[config.mk]
export PLATFORM = sky130hd
export DESIGN_NAME = spi_bd_master
export DESIGN_NICKNAME = d
export VERILOG_FILES = /design/src/rtl/spi_bd_pkg.sv /design/src/rtl/spi_bd_shifter.sv /design/src/rtl/spi_bd_buf.sv /design/src/rtl/spi_bd_master.sv
export SDC_FILE = /design/constraint.sdc
export NUM_CORES = 1
export LEC_CHECK = 0
export BUFFER_PORTS_ARGS = -buffer_cell sky130_fd_sc_hd__buf_2
export CORE_MARGIN = 3
export CORE_UTILIZATION = 48
export DETAILED_ROUTE_END_ITERATION = 7
export HOLD_SLACK_MARGIN = 0.05
export PLACE_DENSITY = 0.6
export SLEW_MARGIN = 10
export SYNTH_ARGS = -nofsm -noshare
export SYNTH_HDL_FRONTEND = slang
export SYNTH_SLANG_ARGS = --single-unit
[constraint.sdc]
create_clock -name clk_i -period 5.27 [get_ports clk_i]
set_clock_uncertainty 0.1 [all_clocks]
set_input_delay 0.527 -clock clk_i [delete_from_list [all_inputs] [get_ports clk_i]]
set_output_delay 0.527 -clock clk_i [all_outputs]
set_load 0.03 [all_outputs]
[src/rtl/spi_bd_pkg.sv]
package spi_bd_pkg;
  localparam logic [1:0] SEL_REG = 2'd0;
  localparam logic [1:0] SEL_TXD = 2'd1;
  localparam logic [1:0] SEL_RXD = 2'd2;
  localparam logic [1:0] SEL_BUF = 2'd3;

  typedef struct packed {
    logic        flag;   // tx: ready, rx: empty
    logic        wrap;
    logic        last;
    logic [15:0] len;
    logic [7:0]  base;
  } bd_t;

  function automatic bd_t bd_unpack(logic [31:0] w);
    bd_t b;
    b.flag = w[31];
    b.wrap = w[30];
    b.last = w[29];
    b.len  = w[23:8];
    b.base = w[7:0];
    return b;
  endfunction

  function automatic logic [31:0] bd_pack(bd_t b);
    return {b.flag, b.wrap, b.last, 5'b0, b.len, b.base};
  endfunction
endpackage

[src/rtl/spi_bd_shifter.sv]
module spi_bd_shifter (
  input  logic       clk_i,
  input  logic       rst_ni,
  input  logic [7:0] div_i,
  input  logic       load_i,
  input  logic [7:0] byte_i,
  input  logic       miso_i,
  output logic       sck_o,
  output logic       mosi_o,
  output logic       busy_o,
  output logic       done_o,
  output logic [7:0] rx_o
);
  logic [7:0] cnt_q, tx_q, rx_q;
  logic [2:0] bit_q;
  logic       sck_q, busy_q;
  logic       edge_w;

  assign edge_w = busy_q && (cnt_q == div_i);
  assign done_o = edge_w && sck_q && (bit_q == 3'd7);
  assign sck_o  = sck_q;
  assign mosi_o = busy_q & tx_q[7];
  assign busy_o = busy_q;
  assign rx_o   = rx_q;

  always_ff @(posedge clk_i or negedge rst_ni) begin
    if (!rst_ni) begin
      cnt_q <= '0; tx_q <= '0; rx_q <= '0; bit_q <= '0;
      sck_q <= 1'b0; busy_q <= 1'b0;
    end else if (!busy_q) begin
      if (load_i) begin
        busy_q <= 1'b1; tx_q <= byte_i; cnt_q <= '0; bit_q <= '0; sck_q <= 1'b0;
      end
    end else if (edge_w) begin
      cnt_q <= '0;
      if (!sck_q) begin
        sck_q <= 1'b1;
        rx_q  <= {rx_q[6:0], miso_i};
      end else begin
        sck_q <= 1'b0;
        if (bit_q == 3'd7) begin
          if (load_i) begin
            tx_q <= byte_i; bit_q <= '0;  // back-to-back character
          end else begin
            busy_q <= 1'b0;
          end
        end else begin
          bit_q <= bit_q + 3'd1;
          tx_q  <= {tx_q[6:0], 1'b0};
        end
      end
    end else begin
      cnt_q <= cnt_q + 8'd1;
    end
  end
endmodule

[src/rtl/spi_bd_buf.sv]
module spi_bd_buf #(
  parameter int DEPTH = 64,
  localparam int AW = $clog2(DEPTH)
) (
  input  logic          clk_i,
  input  logic          sw_we_i,
  input  logic [AW-1:0] sw_addr_i,
  input  logic [7:0]    sw_data_i,
  input  logic          eng_we_i,
  input  logic [AW-1:0] eng_addr_i,
  input  logic [7:0]    eng_data_i,
  input  logic [AW-1:0] rd_a_addr_i,
  output logic [7:0]    rd_a_o,
  input  logic [AW-1:0] rd_b_addr_i,
  output logic [7:0]    rd_b_o
);
  logic [7:0] mem_q [DEPTH];

  always_ff @(posedge clk_i) begin
    if (eng_we_i)     mem_q[eng_addr_i] <= eng_data_i;
    else if (sw_we_i) mem_q[sw_addr_i]  <= sw_data_i;
  end

  assign rd_a_o = mem_q[rd_a_addr_i];
  assign rd_b_o = mem_q[rd_b_addr_i];
endmodule

[src/rtl/spi_bd_master.sv]
module spi_bd_master
  import spi_bd_pkg::*;
#(
  parameter int NTX       = 4,
  parameter int NRX       = 4,
  parameter int BUF_DEPTH = 64
) (
  input  logic        clk_i,
  input  logic        rst_ni,
  input  logic        wr_en_i,
  input  logic [1:0]  wr_sel_i,
  input  logic [7:0]  wr_addr_i,
  input  logic [31:0] wr_data_i,
  input  logic [1:0]  rd_sel_i,
  input  logic [7:0]  rd_addr_i,
  output logic [31:0] rd_data_o,
  output logic        sck_o,
  output logic        mosi_o,
  input  logic        miso_i,
  output logic        cs_n_o,
  output logic        irq_o
);
  localparam int TXW = (NTX > 1) ? $clog2(NTX) : 1;
  localparam int RXW = (NRX > 1) ? $clog2(NRX) : 1;
  localparam int AW  = $clog2(BUF_DEPTH);

  bd_t txbd_q [NTX];
  bd_t rxbd_q [NRX];
  logic [7:0]     div_q, hold_q, tx_rd, sw_rd, rx_byte;
  logic [2:0]     mask_q, st_q, st_set;
  logic           active_q, tx_run_q, hold_v_q, hold_eob_q, cur_eob_q;
  logic [TXW-1:0] tx_idx_q, hold_bd_q, cur_bd_q;
  logic [RXW-1:0] rx_idx_q;
  logic [15:0]    tx_off_q, rx_cnt_q;
  bd_t            tx_cur, rx_cur;
  logic           sh_busy, sh_done, fetch_ok, fetch_now, fetch_end, start_go, ld;
  logic           ovr_now, stop_now, rx_we, rx_full, rx_part, tx_fin, reg_wr;
  logic [AW-1:0]  tx_addr, rx_addr;
  logic           unused_bits;

  function automatic logic [TXW-1:0] tx_next(logic [TXW-1:0] i, logic w);
    return (w || i == TXW'(NTX - 1)) ? '0 : i + TXW'(1);
  endfunction
  function automatic logic [RXW-1:0] rx_next(logic [RXW-1:0] i, logic w);
    return (w || i == RXW'(NRX - 1)) ? '0 : i + RXW'(1);
  endfunction

  assign tx_cur    = txbd_q[tx_idx_q];
  assign rx_cur    = rxbd_q[rx_idx_q];
  assign reg_wr    = wr_en_i && wr_sel_i == SEL_REG;
  assign start_go  = reg_wr && wr_addr_i == 8'd0 && wr_data_i[31] && !active_q &&
                     tx_cur.flag && tx_cur.len != 16'd0;
  assign fetch_ok  = tx_run_q && tx_cur.flag && tx_cur.len != 16'd0;
  assign fetch_now = active_q && fetch_ok && !hold_v_q;
  assign fetch_end = tx_off_q + 16'd1 == tx_cur.len;
  assign ovr_now   = sh_done && !rx_cur.flag;
  assign ld        = active_q && hold_v_q && (!sh_busy || sh_done) && !ovr_now;
  assign stop_now  = active_q && !hold_v_q && !sh_busy && !fetch_ok;
  assign rx_we     = sh_done && rx_cur.flag;
  assign rx_full   = rx_we && (rx_cnt_q + 16'd1 == rx_cur.len);
  assign rx_part   = stop_now && rx_cnt_q != 16'd0;
  assign tx_fin    = sh_done && cur_eob_q;
  assign tx_addr   = tx_cur.base[AW-1:0] + tx_off_q[AW-1:0];
  assign rx_addr   = rx_cur.base[AW-1:0] + rx_cnt_q[AW-1:0];
  assign st_set    = {ovr_now, rx_full | rx_part, tx_fin};
  assign cs_n_o    = ~active_q;
  assign irq_o     = |(st_q & mask_q);
  assign unused_bits = ^{wr_data_i[28:24], wr_addr_i, rd_addr_i};

  spi_bd_shifter u_shift (
    .clk_i, .rst_ni, .div_i(div_q), .load_i(ld), .byte_i(hold_q), .miso_i,
    .sck_o, .mosi_o, .busy_o(sh_busy), .done_o(sh_done), .rx_o(rx_byte)
  );

  spi_bd_buf #(.DEPTH(BUF_DEPTH)) u_buf (
    .clk_i,
    .sw_we_i(wr_en_i && wr_sel_i == SEL_BUF), .sw_addr_i(wr_addr_i[AW-1:0]),
    .sw_data_i(wr_data_i[7:0]),
    .eng_we_i(rx_we), .eng_addr_i(rx_addr), .eng_data_i(rx_byte),
    .rd_a_addr_i(tx_addr), .rd_a_o(tx_rd),
    .rd_b_addr_i(rd_addr_i[AW-1:0]), .rd_b_o(sw_rd)
  );

  always_ff @(posedge clk_i or negedge rst_ni) begin
    if (!rst_ni) begin
      div_q <= '0; mask_q <= '0; st_q <= '0;
      active_q <= 1'b0; tx_run_q <= 1'b0; tx_idx_q <= '0; tx_off_q <= '0;
      hold_v_q <= 1'b0; hold_q <= '0; hold_eob_q <= 1'b0; hold_bd_q <= '0;
      cur_eob_q <= 1'b0; cur_bd_q <= '0; rx_idx_q <= '0; rx_cnt_q <= '0;
    end else begin
      if (reg_wr && wr_addr_i == 8'd0) begin
        div_q <= wr_data_i[7:0]; mask_q <= wr_data_i[10:8];
      end
      if (reg_wr && wr_addr_i == 8'd1) st_q <= (st_q & ~wr_data_i[2:0]) | st_set;
      else                             st_q <= st_q | st_set;
      if (start_go) begin
        active_q <= 1'b1; tx_run_q <= 1'b1; tx_off_q <= '0;
      end
      if (fetch_now) begin
        hold_q <= tx_rd; hold_v_q <= 1'b1; hold_eob_q <= fetch_end; hold_bd_q <= tx_idx_q;
        if (fetch_end) begin
          tx_off_q <= '0;
          tx_idx_q <= tx_next(tx_idx_q, tx_cur.wrap);
          if (tx_cur.last) tx_run_q <= 1'b0;
        end else begin
          tx_off_q <= tx_off_q + 16'd1;
        end
      end
      if (ld) begin
        hold_v_q <= 1'b0; cur_eob_q <= hold_eob_q; cur_bd_q <= hold_bd_q;
      end
      if (rx_full || rx_part) begin
        rx_cnt_q <= '0; rx_idx_q <= rx_next(rx_idx_q, rx_cur.wrap);
      end else if (rx_we) begin
        rx_cnt_q <= rx_cnt_q + 16'd1;
      end
      if (stop_now) begin
        active_q <= 1'b0; tx_run_q <= 1'b0;
      end
      if (ovr_now) begin  // abort wins over everything above
        active_q <= 1'b0; tx_run_q <= 1'b0; hold_v_q <= 1'b0;
      end
    end
  end

  always_ff @(posedge clk_i or negedge rst_ni) begin
    if (!rst_ni) begin
      for (int i = 0; i < NTX; i++) txbd_q[i] <= '0;
      for (int i = 0; i < NRX; i++) rxbd_q[i] <= '0;
    end else begin
      if (wr_en_i && wr_sel_i == SEL_TXD) txbd_q[wr_addr_i[TXW-1:0]] <= bd_unpack(wr_data_i);
      if (wr_en_i && wr_sel_i == SEL_RXD) rxbd_q[wr_addr_i[RXW-1:0]] <= bd_unpack(wr_data_i);
      if (tx_fin) txbd_q[cur_bd_q].flag <= 1'b0;
      if (rx_full) rxbd_q[rx_idx_q].flag <= 1'b0;
      if (rx_part) begin
        rxbd_q[rx_idx_q].flag <= 1'b0;
        rxbd_q[rx_idx_q].len  <= rx_cnt_q;
      end
    end
  end

  always_comb begin
    rd_data_o = '0;
    unique case (rd_sel_i)
      SEL_REG: rd_data_o = rd_addr_i[0] ? {28'b0, active_q, st_q} : {21'b0, mask_q, div_q};
      SEL_TXD: rd_data_o = bd_pack(txbd_q[rd_addr_i[TXW-1:0]]);
      SEL_RXD: rd_data_o = bd_pack(rxbd_q[rd_addr_i[RXW-1:0]]);
      default: rd_data_o = {24'b0, sw_rd};
    endcase
  end
endmodule

==> impl_metrics.csv <==
group,metric,value,unit
logic_synthesis,ys_ff_latch,824,
placement,io_buffers,79,
timing,rsz0062_at_grt,"false",
logic_synthesis,async_flop_share,37.86,%
power,leakagePower,17.07,nW
logic_synthesis,dominantRegCellSynth,"edfxtp_1",
global_routing,grt_pass1_wl,170300,µm
critical_path,path_max_fanout,31,
logic_synthesis,synth.distinct_cells,65,
drt,drtAntennaViolNets,0,
final_layout,mostFrequentLayoutCell,"edfxtp_1",
timing,worst_slack,0.8076,ns
timing,finalHoldViolCount,0,
power,ir_worst_vdd,258.8,µV
run,maxCapViolCount,0,
placement,place_area,43750,µm²
critical_path,reg2reg_to,"hold_q[5]$_DFFE_PN0P_",
cts,cts_buffer_depth,3,
status,status,"finished clean",
critical_path,worst_setup_path_start_kind,"register",
final_layout,area_growth,12.69,%
global_routing,grt_pass1_vias,24990,
timing,final.setup.tns,0,ns
drt,drtIter0Drc,2425,
final_layout,fillers,6776,
floorplan,die_h,300.2,µm
logic_synthesis,netlist_instances,2447,
drt,viasPerCell,6.385,
timing,finalMaxSlewViolations,0,
global_routing,track_usage,25.77,%
global_routing,grt_overflow,0,
drt,dr.pass1.iters,5,
timing,maxSlewHeadroom,30.60,%
logic_synthesis,synth_edf_count,512,
final_layout,fin_area,46800,µm²
cts,clock-sinks,824,
critical_path,reg2reg_slack,0.81,ns
cts,root_buffer,"clkbuf_16",
timing,fin_crit_sh,84.68,%
timing,fmax,224.1,MHz
placement,pre_cts_slack,0.7978,ns
floorplan,initial_core_util,48.62,%
hold_path,hold_class,"input pin to register",
timing,tightest_slew,1.038,ns
timing,fin_crit,4.462,ns
cts,htreeDepth,3,
drt,route.detailed.drc,0,
critical_path,r2r_cells,9,
final_layout,drive_gt1_share,39.26,%
critical_path,critPathArrivalTime,4.85,ns
cts,clkSlewWorstSetupHoldPaths,0.06,ns
floorplan,die_width,300.2,µm
drt,vias,24162,
drt,wl,114000,µm
critical_path,crit_type,"register to register",
floorplan,die_area,90090,µm²
placement,dp_hpwl,77780,µm
hold_path,min_from,"wr_data_i[29]",
critical_path,worst_setup_path_end_kind,"register",
floorplan,std_cell_rows,107,
cts,tritoncts,"built",
drt,routedWlPerCell,30.12,µm
critical_path,crit_required,5.66,ns
critical_path,r2r-start,"tx_idx_q[0]$_DFFE_PN0P_",
hold_path,hold_depth,2,
logic_synthesis,ys_seq_area_share,55.82,%
floorplan,ios,92,
final_layout,nNetsFinal,2643,
floorplan,core-area,85410,µm²
logic_synthesis,syn-cell-area,41530,µm²
final_layout,mostFrequentLayoutCells,"edfxtp_1 (512), mux4_2 (430), dfrtp_1 (310)",
logic_synthesis,ys_warn_count,0,
timing,setup_viol,0,
cts,cts_buffers,92,
power,powerDensity,381.2,nW/µm²
placement,gp_congestion,0.8471,
cts,clk_latency,0.65,ns
logic_synthesis,syn_avg_cell_area,16.97,µm²
global_routing,grt_max_degree,110,
global_routing,antenna_found_initial,4,
## layer usage
metal	routed length, µm	up-vias	share of wire [%]	track usage [%]
li1	-	10112	-	-
met1	47550	13031	42	36.51
met2	55770	860	49	41.81
met3	7671	159	6.7	4.426
met4	2966	0	2.6	6.745
met5	0	-	0	0
## synth_stat cells, types with 16 or more instances
cell type	number	area share [%]
a21oi_1	31	0.37
a22o_1	16	0.34
buf_1	52	0.47
clkbuf_1	95	0.86
dfrtp_1	312	19
edfxtp_1	512	37
ha_1	21	0.63
inv_1	26	0.23
mux2_1	27	0.73
mux2_2	229	6.2
mux2_4	24	0.87
mux2i_1	56	1.3
mux4_2	430	23
nand2_1	84	0.76
nand3_1	35	0.42
nor2_1	151	1.4
nor3_1	20	0.24
o21ai_0	36	0.43
xnor2_1	69	1.5
xor2_1	25	0.53
## per-stage QoR
step	util, %	power, mW	hold WS, ns	std cells
after floorplan	-	10.22	0.1314	2451
after global placement	51.22	11.45	0.3587	3612
after detailed placement	51.22	11.56	0.3642	3612
after CTS	54.77	18.00	0.07539	3783
after global routing	54.79	18.50	0.09665	3783
final	54.79	17.84	0.1134	3784
## cells by family after synthesis
| logic type | count (synthesis) | share of synthesized area, % |
|---|---|---|
| DFF | 824 | 55.82 |
| muxes | 767 | 32.54 |
| and+or+nand+nor | 378 | 4.299 |
| buffers and inverters | 202 | 2.058 |
| AOI/OAI and AO/OA | 157 | 2.513 |
| xor gates and xnor gates | 95 | 2.037 |
| adders and majority gates | 23 | 0.7290 |
| other | 1 | 0.009029 |
## worst max-delay path, cell delays in order (launching register included)
cell     delay (ns)
dfrtp_2        0.40
mux4_2         0.58
ha_4           0.20
fa_4           1.13
buf_12         0.30
mux4_2         0.37
mux4_2         0.54
mux2_2         0.34
a22oi_1        0.18
o31ai_1        0.11
## power breakdown
part	internal [mW]	switching, mW	total, mW
sequential	7.25	0.296	7.54
clock	3.81	2.61	6.42
combinational	1.95	1.93	3.88
## layout make-up
| cell class | instances | area (µm²) | share of cell area [%] |
|---|---|---|---|
| antenna | 1 | 2.502 | 0.005347 |
| clock buffer | 126 | 2584 | 5.521 |
| clock inverter | 43 | 431.7 | 0.9223 |
| inverter | 26 | 97.59 | 0.2085 |
| multi-input combinational | 1425 | 17630 | 37.68 |
| sequential | 824 | 23180 | 49.54 |
| tap | 1144 | 1431 | 3.058 |
| timing repair buffer | 195 | 1438 | 3.072 |
## worst max path at each step
| stage | startpoint | to | slack [ns] |
|---|---|---|---|
| after global placement | tx_idx_q[0]$_DFFE_PN0P_ | hold_q[5]$_DFFE_PN0P_ | 0.85 |
| after detailed placement | tx_idx_q[0]$_DFFE_PN0P_ | hold_q[5]$_DFFE_PN0P_ | 0.80 |
| after global routing | rx_idx_q[0]$_DFFE_PN0P_ | u_buf.mem_q[32][1]$_DFFE_PP_ | 0.56 |
| after floorplan | tx_idx_q[0]$_DFFE_PN0P_ | hold_q[1]$_DFFE_PN0P_ | 0.50 |
| after CTS | tx_idx_q[0]$_DFFE_PN0P_ | hold_q[5]$_DFFE_PN0P_ | 0.79 |
| final | tx_idx_q[0]$_DFFE_PN0P_ | hold_q[5]$_DFFE_PN0P_ | 0.81 |
## timing repair
item,in CTS,in global routing
buffers inserted,0,0
endpoints found under the hold margin,107,0
hold buffers,2,0
setup endpoints to repair,0,0
gates resized for setup,0,0
No activity file was read; power rests on OpenSTA's default activity.
